===== config.mk =====
export PLATFORM = sky130hd
export DESIGN_NAME = pal_chroma_gen
export DESIGN_NICKNAME = d
export VERILOG_FILES = /design/src/rtl/pal_chroma_pkg.sv /design/src/rtl/pal_subcarrier_ring.sv /design/src/rtl/pal_line_toggle.sv /design/src/rtl/pal_burst_window.sv /design/src/rtl/pal_phase_steer.sv /design/src/rtl/pal_chroma_gen.sv
export SDC_FILE = /design/constraint.sdc
export NUM_CORES = 1
export LEC_CHECK = 0
export CORE_MARGIN = 5
export CORE_UTILIZATION = 50
export DETAILED_ROUTE_END_ITERATION = 7
export GPL_TIMING_DRIVEN = 1
export PLACE_DENSITY = 0.77
export RECOVER_POWER = 50
export SLEW_MARGIN = 20
export SYNTH_ARGS = -nofsm -noshare
export SYNTH_HDL_FRONTEND = slang
export SYNTH_SLANG_ARGS = --single-unit

===== constraint.sdc =====
create_clock -name clk -period 4.4 [get_ports clk]
set_input_delay 0.66 -clock clk [delete_from_list [all_inputs] [get_ports clk]]
set_output_delay 0.66 -clock clk [all_outputs]
set_load 0.01 [all_outputs]

===== src/rtl/pal_chroma_pkg.sv =====
package pal_chroma_pkg;

    typedef enum logic [1:0] {
        ST_ACTIVE = 2'd0,
        ST_SYNC   = 2'd1,
        ST_BURST  = 2'd2
    } win_state_t;

    typedef struct packed {
        logic en_u;
        logic inv_u;
        logic en_v;
        logic inv_v;
    } steer_t;

    localparam steer_t STEER_OFF   = '{en_u: 1'b0, inv_u: 1'b0, en_v: 1'b0, inv_v: 1'b0};
    localparam steer_t STEER_BURST = '{en_u: 1'b1, inv_u: 1'b1, en_v: 1'b1, inv_v: 1'b0};

    // Colour {R,G,B} to phase selection; complements use inverted selections.
    function automatic steer_t colour_steer(input logic [2:0] rgb);
        steer_t s;
        s = STEER_OFF;
        unique case (rgb)
            3'b100: s = '{en_u: 1'b1, inv_u: 1'b1, en_v: 1'b1, inv_v: 1'b0};
            3'b011: s = '{en_u: 1'b1, inv_u: 1'b0, en_v: 1'b1, inv_v: 1'b1};
            3'b010: s = '{en_u: 1'b1, inv_u: 1'b1, en_v: 1'b1, inv_v: 1'b1};
            3'b101: s = '{en_u: 1'b1, inv_u: 1'b0, en_v: 1'b1, inv_v: 1'b0};
            3'b110: s = '{en_u: 1'b1, inv_u: 1'b1, en_v: 1'b0, inv_v: 1'b0};
            3'b001: s = '{en_u: 1'b1, inv_u: 1'b0, en_v: 1'b0, inv_v: 1'b0};
            default: s = STEER_OFF;
        endcase
        return s;
    endfunction

endpackage


===== src/rtl/pal_subcarrier_ring.sv =====
module pal_subcarrier_ring #(
    parameter int RING_STAGES = 2
) (
    input  logic clk,
    input  logic rst_n,
    output logic u_ph,
    output logic v_ph
);
    localparam int LAST = RING_STAGES - 1;

    logic [LAST:0] ring_q;

    // Johnson ring: period of 2*RING_STAGES clocks, adjacent taps one clock apart.
    always_ff @(posedge clk or negedge rst_n) begin
        if (!rst_n) begin
            ring_q <= '0;
        end else begin
            ring_q <= {ring_q[LAST-1:0], ~ring_q[LAST]};
        end
    end

    assign u_ph = ring_q[0];
    assign v_ph = ring_q[1];

endmodule


===== src/rtl/pal_line_toggle.sv =====
module pal_line_toggle (
    input  logic clk,
    input  logic rst_n,
    input  logic hsync,
    output logic line_odd
);
    logic hsync_q;

    always_ff @(posedge clk or negedge rst_n) begin
        if (!rst_n) begin
            hsync_q  <= 1'b0;
            line_odd <= 1'b0;
        end else begin
            hsync_q <= hsync;
            if (hsync && !hsync_q) begin
                line_odd <= ~line_odd;
            end
        end
    end

endmodule


===== src/rtl/pal_burst_window.sv =====
module pal_burst_window
    import pal_chroma_pkg::*;
#(
    parameter int BURST_CYCLES = 89
) (
    input  logic clk,
    input  logic rst_n,
    input  logic hsync,
    output logic pix_ok,
    output logic in_burst
);
    localparam int CNT_W = (BURST_CYCLES > 1) ? $clog2(BURST_CYCLES) : 1;
    localparam logic [CNT_W-1:0] CNT_LAST = CNT_W'(BURST_CYCLES - 1);

    win_state_t        state_q, state_d;
    logic [CNT_W-1:0]  cnt_q, cnt_d;

    // State register
    always_ff @(posedge clk or negedge rst_n) begin
        if (!rst_n) begin
            state_q <= ST_ACTIVE;
            cnt_q   <= '0;
        end else begin
            state_q <= state_d;
            cnt_q   <= cnt_d;
        end
    end

    // Transitions
    always_comb begin
        state_d = state_q;
        cnt_d   = cnt_q;
        unique case (state_q)
            ST_ACTIVE: begin
                if (hsync) state_d = ST_SYNC;
            end
            ST_SYNC: begin
                if (!hsync) begin
                    state_d = ST_BURST;
                    cnt_d   = '0;
                end
            end
            ST_BURST: begin
                if (hsync) begin
                    state_d = ST_SYNC;
                end else if (cnt_q == CNT_LAST) begin
                    state_d = ST_ACTIVE;
                end else begin
                    cnt_d = cnt_q + 1'b1;
                end
            end
            default: begin
                state_d = ST_ACTIVE;
                cnt_d   = '0;
            end
        endcase
    end

    // Outputs
    always_comb begin
        pix_ok   = 1'b0;
        in_burst = 1'b0;
        unique case (state_q)
            ST_ACTIVE: pix_ok   = 1'b1;
            ST_SYNC:   pix_ok   = 1'b0;
            ST_BURST:  in_burst = 1'b1;
            default:   pix_ok   = 1'b0;
        endcase
    end

endmodule


===== src/rtl/pal_phase_steer.sv =====
module pal_phase_steer
    import pal_chroma_pkg::*;
(
    input  logic       u_ph,
    input  logic       v_ph,
    input  logic [2:0] rgb,
    input  logic       hsync,
    input  logic       pix_ok,
    input  logic       in_burst,
    output logic       u_gate,
    output logic       v_gate,
    output logic       u_drive_n,
    output logic       v_drive_n
);
    steer_t sel;

    always_comb begin
        if (hsync) begin
            sel = STEER_OFF;
        end else if (in_burst) begin
            sel = STEER_BURST;
        end else if (pix_ok) begin
            sel = colour_steer(rgb);
        end else begin
            sel = STEER_OFF;
        end
    end

    assign u_gate    = sel.en_u;
    assign v_gate    = sel.en_v;
    assign u_drive_n = ~(sel.en_u & (u_ph ^ sel.inv_u));
    assign v_drive_n = ~(sel.en_v & (v_ph ^ sel.inv_v));

endmodule


===== src/rtl/pal_chroma_gen.sv =====
module pal_chroma_gen #(
    parameter int RING_STAGES  = 2,
    parameter int BURST_CYCLES = 89
) (
    input  logic       clk,
    input  logic       rst_n,
    input  logic       hsync,
    input  logic [2:0] rgb,
    output logic       u_ref,
    output logic       v_ref,
    output logic       line_odd,
    output logic       u_gate,
    output logic       v_gate,
    output logic       u_drive_n,
    output logic       v_drive_n,
    output logic       burst_gate
);
    logic u_ph, v_raw, pix_ok, in_burst;

    pal_subcarrier_ring #(.RING_STAGES(RING_STAGES)) u_ring (
        .clk   (clk),
        .rst_n (rst_n),
        .u_ph  (u_ph),
        .v_ph  (v_raw)
    );

    pal_line_toggle u_line (
        .clk      (clk),
        .rst_n    (rst_n),
        .hsync    (hsync),
        .line_odd (line_odd)
    );

    pal_burst_window #(.BURST_CYCLES(BURST_CYCLES)) u_win (
        .clk      (clk),
        .rst_n    (rst_n),
        .hsync    (hsync),
        .pix_ok   (pix_ok),
        .in_burst (in_burst)
    );

    assign u_ref      = u_ph;
    assign v_ref      = v_raw ^ line_odd;
    assign burst_gate = in_burst;

    pal_phase_steer u_steer (
        .u_ph      (u_ref),
        .v_ph      (v_ref),
        .rgb       (rgb),
        .hsync     (hsync),
        .pix_ok    (pix_ok),
        .in_burst  (in_burst),
        .u_gate    (u_gate),
        .v_gate    (v_gate),
        .u_drive_n (u_drive_n),
        .v_drive_n (v_drive_n)
    );

endmodule


==> impl_metrics.py <==
metrics = {
    "timing": {
        "tightest_slew_ns": 0.576,
        "max_slew_margin": 0.615,
        "slew_viol_final": 0,
        "tns_ns": 0,
        "finalSetupViolCount": 0,
        "skew_ns": 0.00964,
        "finalCriticalPeriod_ns": 3.21,
        "hold_violations": 0,
        "rsz0062_at_grt": "false",
        "fin_crit_sh": 0.729,
        "fmax_mhz": 312,
    },
    "clock_tree": {
        "clkTransAtPathRegs_ns": 0.08,
        "root_buffer": "clkbuf_4",
        "cts_resized": 0,
        "clk_latency_ns": 0.27,
        "numCtsBuffers": 3,
        "cts_buffer_depth": 2,
        "cts_setup_buffers": 0,
        "cts_sinks": 13,
        "htreeDepth": 1,
        "cts_tree": "yes",
        "cts_hold_buf": 0,
    },
    "power": {
        "p_leak_nw": 0.375,
        "vdd_drop_max_mv": 0.210,
        "p_per_area_nw_per_um2": 313,
        "finalPower_mw": 0.291,
    },
    "finish": {
        "drive_above_1_share": 0.0833,
        "final_common_cell": "dfrtp_1",
        "area_growth_pct": 20.0,
        "final_cell_mix": "dfrtp_1, clkdlybuf4s50_1, a21oi_1",
        "antenna_cells": 0,
        "nNetsFinal": 105,
    },
    "worst_setup_path": {
        "critPathSlowestCell": "dlygate4sd3_1",
        "cp-end-kind": "output port",
        "slowest_delay_ns": 0.67,
        "critPathKind": "in2out",
        "critPathArrivalTime_ns": 2.55,
        "crit_required_ns": 3.74,
        "startpoint_type": "primary input",
        "path_cells": "dlygate4sd3_1 > or3_1 > o31ai_1 > clkdlybuf4s50_1",
        "r2r_slack_ns": 2.77,
        "r2r_start": "u_win.state_q[0]",
        "worstPathMaxFanout": 12,
        "startpoint": "hsync",
    },
    "detailed_routing": {
        "via_count": 655,
        "drt.antenna.violating_nets": 0,
        "viasPerCell": 5.85,
        "drt-total-wl_um": 1600,
        "first_iter_violations": 18,
        "wire_per_inst_um": 14.3,
        "first_pass_iters": 5,
        "drcViolationCount": 0,
    },
    "global_routing": {
        "grt_pass1_vias": 599,
        "antenna_found_initial": 0,
        "grt_pass1_wl_um": 2740,
        "grt_max_degree": 14,
        "grt.total_usage": 0.142,
        "grt-ovfl-total": 0,
    },
    "min_path": {
        "worstHoldPathType": "reg2reg",
        "hp-start": "u_ring.ring_q[1]",
    },
    "synthesis": {
        "ys_seq_area_frac": 0.419,
        "synth_edf_count": 0,
        "syn-num-nets": 91,
        "synth.distinct_cells": 37,
        "postSynthAreaPerCell_um2": 9.36,
        "yosys_warnings": 0,
        "ys_async_sr_fraction": 1.00,
        "synthCells": 83,
        "ys.flop_type": "dfrtp_1",
        "synth_area_um2": 777,
        "yosys_register_bits": 13,
    },
    "floorplan": {
        "ios": 14,
        "initial_core_util": 0.522,
        "core_area_um2": 1490,
        "dieHeight_um": 49.4,
        "num_rows": 14,
        "die_width_um": 49.4,
        "die_area_um2": 2440,
    },
    "placement": {
        "numPortBuffers": 13,
        "place_hpwl_um": 1190,
        "place_congestion": 0.806,
    },
    "outcome": {
        "outcome": "complete, no violations",
    },
    "run": {
        "maxCapViolations": 0,
    },
}
synthesized netlist by cell type (2+ instances only):
master | count | share of area
or3_1 | 2 | 0.016
and2_1 | 4 | 0.032
o21ai_0 | 3 | 0.019
ha_1 | 2 | 0.032
nand2_1 | 5 | 0.024
o22ai_1 | 2 | 0.016
xnor2_1 | 2 | 0.023
o31ai_1 | 2 | 0.019
dfrtp_1 | 13 | 0.42
buf_2 | 2 | 0.013
nor2b_1 | 2 | 0.016
nor2_1 | 3 | 0.014
nand2b_1 | 4 | 0.032
inv_1 | 5 | 0.024
a21oi_1 | 8 | 0.052
nor3_1 | 3 | 0.019
power by group:
part | switching (mW) | internal, mW | total, mW
sequential | 0.0125 | 0.128 | 0.141
combinational | 0.0342 | 0.0436 | 0.0778
clock | 0.0378 | 0.0351 | 0.0728
flip-flops by register name (all words and copies together) (netlist names):
name,flops
u_win.state_q,2
u_win.cnt_q,7
u_line.hsync_q,1
u_line.line_odd,1
u_ring.ring_q,2
critical path, delay by kind of cell:
kind	cells	cell delay [ns]
buffers and inverters	2	1.24
and+or+nand+nor	1	0.39
AOI/OAI and AO/OA	1	0.25
through the flow:
stage	utilization	setup slack, ns	area (µm²)	hold WS, ns	instances
5_1_grt	0.626	1.10	932	0.490	112
3_5_place_dp	0.608	1.25	906	0.447	108
4_1_cts	0.626	1.24	932	0.460	112
3_3_place_gp	0.608	1.29	906	0.435	108
2_1_floorplan	-	2.21	777	0.364	83
6_report	0.626	1.19	932	0.452	112
cell families after synthesis:
group	Yosys count	synth area share
buffers and inverters	9	0.0515
muxes	1	0.0129
AOI/OAI and AO/OA	25	0.227
xor gates and xnor gates	3	0.0338
adders and majority gates	2	0.0322
and+or+nand+nor	30	0.224
DFF	13	0.419
cell type report:
cell class,count,area [µm²]
Clock buffer,4,26.3
Inverter,5,18.8
Sequential cell,13,325
Timing Repair Buffer,13,130
Fill cell,126,557
Multi-Input combinational cell,61,412
Tap cell,16,20.0
metal layers:
layer / global-route usage / share of wire
met1: 0.196 / 0.45
met2: 0.200 / 0.49
met3: 0.0245 / 0.047
met4: 0.0961 / 0.010
met5: 0 / 0
worst paths after layout:
kind,endpoint,cells past startpoint
worst max-delay path,u_gate,4
worst min-delay path,u_ring.ring_q[0],1
worst max register to register,u_win.cnt_q[6],4
worst min register to register,u_ring.ring_q[0],1
max in group asynchronous,u_line.line_odd,1
min in group asynchronous,u_win.cnt_q[0],1
(Power assumes the default switching activity.)
